File: config.mk
export PLATFORM = sky130hd
export DESIGN_NAME = code_word_decoder
export DESIGN_NICKNAME = d
export VERILOG_FILES = /design/src/rtl/code_word_decoder.sv
export SDC_FILE = /design/constraint.sdc
export NUM_CORES = 1
export LEC_CHECK = 0
export CAP_MARGIN = 20
export CORE_ASPECT_RATIO = 1.75
export CORE_MARGIN = 4
export CORE_UTILIZATION = 45
export CTS_BUF_LIST = sky130_fd_sc_hd__clkbuf_2 sky130_fd_sc_hd__clkbuf_4 sky130_fd_sc_hd__clkbuf_8
export DETAILED_ROUTE_END_ITERATION = 8
export PLACE_DENSITY = 0.77
export REMOVE_ABC_BUFFERS = 1
export SYNTH_ARGS = -nofsm -noshare
export SYNTH_HDL_FRONTEND = slang
export SYNTH_SLANG_ARGS = --single-unit
File: constraint.sdc
create_clock -name clk -period 2.4 [get_ports clk]
set_input_delay 0.48 -clock clk [delete_from_list [all_inputs] [get_ports clk]]
set_output_delay 0.48 -clock clk [all_outputs]
set_load 0.01 [all_outputs]
File: src/rtl/code_word_decoder.sv
module code_word_decoder (
  input  logic       clk,
  input  logic       rst_n,
  input  logic       in_valid,
  input  logic [5:0] in_word,
  output logic       out_valid,
  output logic [4:0] out_data,
  output logic       code_err,
  output logic       disp_err
);

  localparam logic [1:0] RD_ZERO = 2'b00;
  localparam logic [1:0] RD_POS  = 2'b01;
  localparam logic [1:0] RD_NEG  = 2'b10;

  logic [1:0] rd_q, rd_d;
  logic [2:0] weight;
  logic       balanced, heavy, light, pair_hit, pair_ok, word_bad, polarity_bad;
  logic [5:0] pos_form;
  logic [4:0] pair_data, data_d;

  always_comb begin
    weight = 3'd0;
    for (int i = 0; i < 6; i++) weight = weight + {2'b00, in_word[i]};
  end

  assign balanced = (weight == 3'd3);
  assign heavy    = (weight == 3'd4);
  assign light    = (weight == 3'd2);
  assign pos_form = heavy ? in_word : ~in_word;

  always_comb begin
    pair_hit  = 1'b1;
    pair_data = 5'b00000;
    case (pos_form)
      6'b010111: pair_data = 5'b00000;
      6'b100111: pair_data = 5'b00001;
      6'b011011: pair_data = 5'b00010;
      6'b101011: pair_data = 5'b00100;
      6'b110011: pair_data = 5'b01000;
      6'b011101: pair_data = 5'b10000;
      6'b110110: pair_data = 5'b11110;
      6'b101110: pair_data = 5'b11101;
      6'b111001: pair_data = 5'b11011;
      6'b110101: pair_data = 5'b10111;
      6'b101101: pair_data = 5'b01111;
      6'b111010: pair_data = 5'b11111;
      default:   pair_hit  = 1'b0;
    endcase
  end

  assign pair_ok  = (heavy | light) & pair_hit;
  assign word_bad = ~balanced & ~pair_ok;
  assign data_d   = balanced ? in_word[5:1] : (pair_ok ? pair_data : 5'b00000);

  assign polarity_bad = pair_ok & ((heavy & (rd_q == RD_POS)) | (light & (rd_q != RD_POS)));

  always_comb begin
    rd_d = rd_q;
    if (in_valid && pair_ok) begin
      if (heavy) rd_d = (rd_q == RD_NEG) ? RD_ZERO : RD_POS;
      else       rd_d = (rd_q == RD_POS) ? RD_ZERO : RD_NEG;
    end
  end

  always_ff @(posedge clk or negedge rst_n) begin
    if (!rst_n) begin
      rd_q      <= RD_ZERO;
      out_valid <= 1'b0;
      out_data  <= 5'b00000;
      code_err  <= 1'b0;
      disp_err  <= 1'b0;
    end else begin
      rd_q      <= rd_d;
      out_valid <= in_valid;
      out_data  <= in_valid ? data_d : 5'b00000;
      code_err  <= in_valid & word_bad;
      disp_err  <= in_valid & polarity_bad;
    end
  end

endmodule

==> summary.md <==
| Metric | Value |
|---|---|
| Status | complete, but fails checks |
| Violated checks | setup timing |
| Total CTS buffers | 3 |
| Placed cells | 193 |
| Most common cell after layout, fill and taps aside | buf_4 |
| Layout fillers | 190 |
| Yosys warnings | 0 |
| Flop pwr share | 24.3% |
| Clk buf depth | 2 |
| Count of flip-flops with a built-in enable after synthesis | 0 |
| Diode count | 0 |
| DIE WIDTH | 44.79 microns |
| Fin worst setup slack | -1.451 ns |
| DR WL/cell | 17.99 microns |
| DRC violations left | 0 |
| Hold Buf Count CTS | 0 |
| Static leakage | 0.6811 nW |
| Avg Cell Area, Syn | 8.528 sq um |
| Area grow syn2layout | 54.69% |
| Worst Tran Pin Value | 0.4304 ns |
| Gate power share | 52.2% |
| Cells after Synth | 125 |
| Final instance area | 1649 sq um |
| Critical path type | in2reg |
| Worst skew pair latency | 0.24 ns |
| Max-slew headroom | 71.22% |
| GRT overflow | 0 |
| Skew final | 0.0001038 ns |
| Post-route insts no fill | 200 |
| Power density over the cells | 551.2 nW/um^2 |
| Post-synthesis sequential area ratio | 23.47% |
| CP Cell Sequence | buf_8, fa_1, inv_2, fa_1, inv_1, ha_2, inv_2, fa_2, or3b_4, mux2i_4, o211ai_4, nor4_4, nand3b_1, a211oi_2 |
| CP max stage delay | 0.56 ns |
| Post-synthesis cell area | 1066 sq um |
| Hpwl dp | 2650 microns |
| CP endpoint kind | flip-flop |
| Critical path's slowest cell | fa_2 |
| First-pass GRT wire length | 5968 microns |
| Yosys reg bits | 10 |
| Port Buffers | 16 |
| Fmax achieved | 0.2597 GHz |
| I/O pin total | 17 |
| Net Sw Frac | 34.95% |
| Die height | 72.39 microns |
| Worst IR drop on VDD | 0.3317 mV |
| Top_reg_cell synth | dfrtp_1 |
| CP Data Required Time | 2.55 ns |
| Pre-CTS WS | -2.240 ns |
| Vias/cell | 6.255 |
| Detailed-route wire length | 3597 microns |
| Clk slew on worst S/H paths | 0.05 ns |
| Final Slew Violations | 0 |
| PnR Total Power | 909.0 uW |
| Vias in the first global route | 1327 |
| Initial antenna violation count | 0 |
| Share of layout cells above drive strength 1 | 38.29% |
| Max-Cap Viols | 0 |
| Min cycle time layout | 3.851 ns |
| Gpl congestion | 0.9333 |
| Root buffer cell | clkbuf_8 |
| Vias | 1251 |
| Pint | 591.3 uW |
| CTS tree | built |
| Site Rows | 23 |
| Setup crit start kind | primary input |
| Starting Density | 46.89% |
| DRT Pass-1 Iters | 4 |
| Setup TNS Final | -11.91 ns |
| Hold WC Path Type | in2async |
| Placed Area | 1484 sq um |
| GRT Util Overall | 24.64% |
| Core Area | 2273 sq um |
| Fin crit share | 160.4% |
| Maximum number of pins on one net before global-route repair | 17 |
| Highest-count cells in the layout ignoring fill and taps | buf_4 (37), clkdlybuf4s50_1 (13), dfrtp_1 (10) |
| Nets | 189 |
| Final Hold Vio Count | 0 |
| Async S/R FF share, synth | 100.0% |
| P_sw | 317.7 uW |
| Die area | 3242 sq um |
| Setup-failing EPs final | 9 |
| Clock network power share | 23.5% |
| CTS H-Tree Depth | 1 |
| Drt initial violations | 29 |
| RSZ-0062 raised after global routing | true |
| Max FO, Critical Path | 7 |
| Post-route ant nets | 0 |
| CTS Sinks | 10 |
| Yosys cell types | 48 |
| Worst EP arrival | 4.00 ns |
## what timing repair did
item | CTS | global route
pin swaps | 13 | 1
endpoints found under the setup margin | 9 | 9
gates cloned | 0 | 0
setup buffers | 3 | 0
gates resized for setup | 34 | 4
## synthesized netlist by cell type (3+ instances only)
cell type,instances,area [sq um]
xnor2_1,5,43.79
nand3_1,5,25.02
nand2_1,5,18.77
nor2_1,5,18.77
dfrtp_1,10,250.2
a22o_1,3,26.28
nand4_1,4,25.02
nor2b_1,8,50.05
clkbuf_1,4,15.01
a211oi_1,4,30.03
fa_1,3,60.06
nor3_1,5,25.02
inv_1,9,33.78
o21ai_1,4,20.02
a21oi_1,6,30.03
## state kept, by name, indices dropped and copies added (netlist names)
name and count:
out_data 5, out_valid 1, rd_q 2, disp_err 1, code_err 1
## kinds of logic (layout without fill, tap and decap cells)
family                   count (synthesis)  count (layout)  synth area share (%)
AND/OR/NAND/NOR                         52              52                 30.99
AO/OA/AOI/OAI                           31              31                 21.36
buffers and inverters                   18              68                 7.277
flip-flops                              10              10                 23.47
XOR/XNOR                                 7               7                 5.751
adder cells (fa/ha/maj)                  4               4                 6.808
multiplexers                             3               3                 4.342
## per-layer routing
layer | global-route usage [%] | part of all wire [%] | up-vias
met5 | 0 | 0 | -
met4 | 15.31 | 5.6 | 0
met3 | 2.481 | 4.7 | 18
met2 | 46.72 | 55 | 68
met1 | 23.65 | 34 | 601
li1 | - | - | 564
## power by group through the flow
stage	Sequential (mW)	Combinational (mW)	Clock [mW]
floorplan	0.222	0.199	0
global placement	0.220	0.396	0
detailed placement	0.221	0.412	0
CTS	0.219	0.455	0.215
global route	0.223	0.506	0.222
finish	0.221	0.474	0.213
## worst paths after layout
path | from | end | slack, ns | depth (start not counted)
worst max-delay path | in_word[1] | code_err | -1.45 | 14
worst max register to register | rd_q[1] | disp_err | 1.37 | 4
worst min-delay path | rst_n | out_data[4] | 0.55 | 1
min in group clk | rd_q[0] | rd_q[0] | 0.58 | 1
worst min register to register | rd_q[0] | rd_q[0] | 0.58 | 1
max in group asynchronous | rst_n | out_data[1] | 1.55 | 1
## metrics by stage
stage	hold WS (ns)	utilization, %
2_1_floorplan	0.1844	-
3_3_place_gp	0.5302	65.27
3_5_place_dp	0.5531	65.27
4_1_cts	0.5569	71.66
5_1_grt	0.5872	72.54
6_report	0.5453	72.54
## critical path, delay by kind of cell
| family | cells | cell delay [ns] |
|---|---|---|
| AO/OA/AOI/OAI | 2 | 0.35 |
| adder cells (fa/ha/maj) | 4 | 1.69 |
| multiplexers | 1 | 0.25 |
| AND/OR/NAND/NOR | 3 | 0.98 |
| buffers and inverters | 4 | 0.25 |
## area by class of cell
type | instances | area [sq um] | area share (%)
Timing Repair Buffer | 55 | 455.4 | 27.62
Sequential cell | 10 | 250.2 | 15.17
Multi-Input combinational cell | 97 | 823.3 | 49.92
Inverter | 9 | 33.78 | 2.049
Clock buffer | 4 | 55.05 | 3.338
Tap cell | 25 | 31.28 | 1.897
Note: power is estimated with default switching activity, not from simulation.
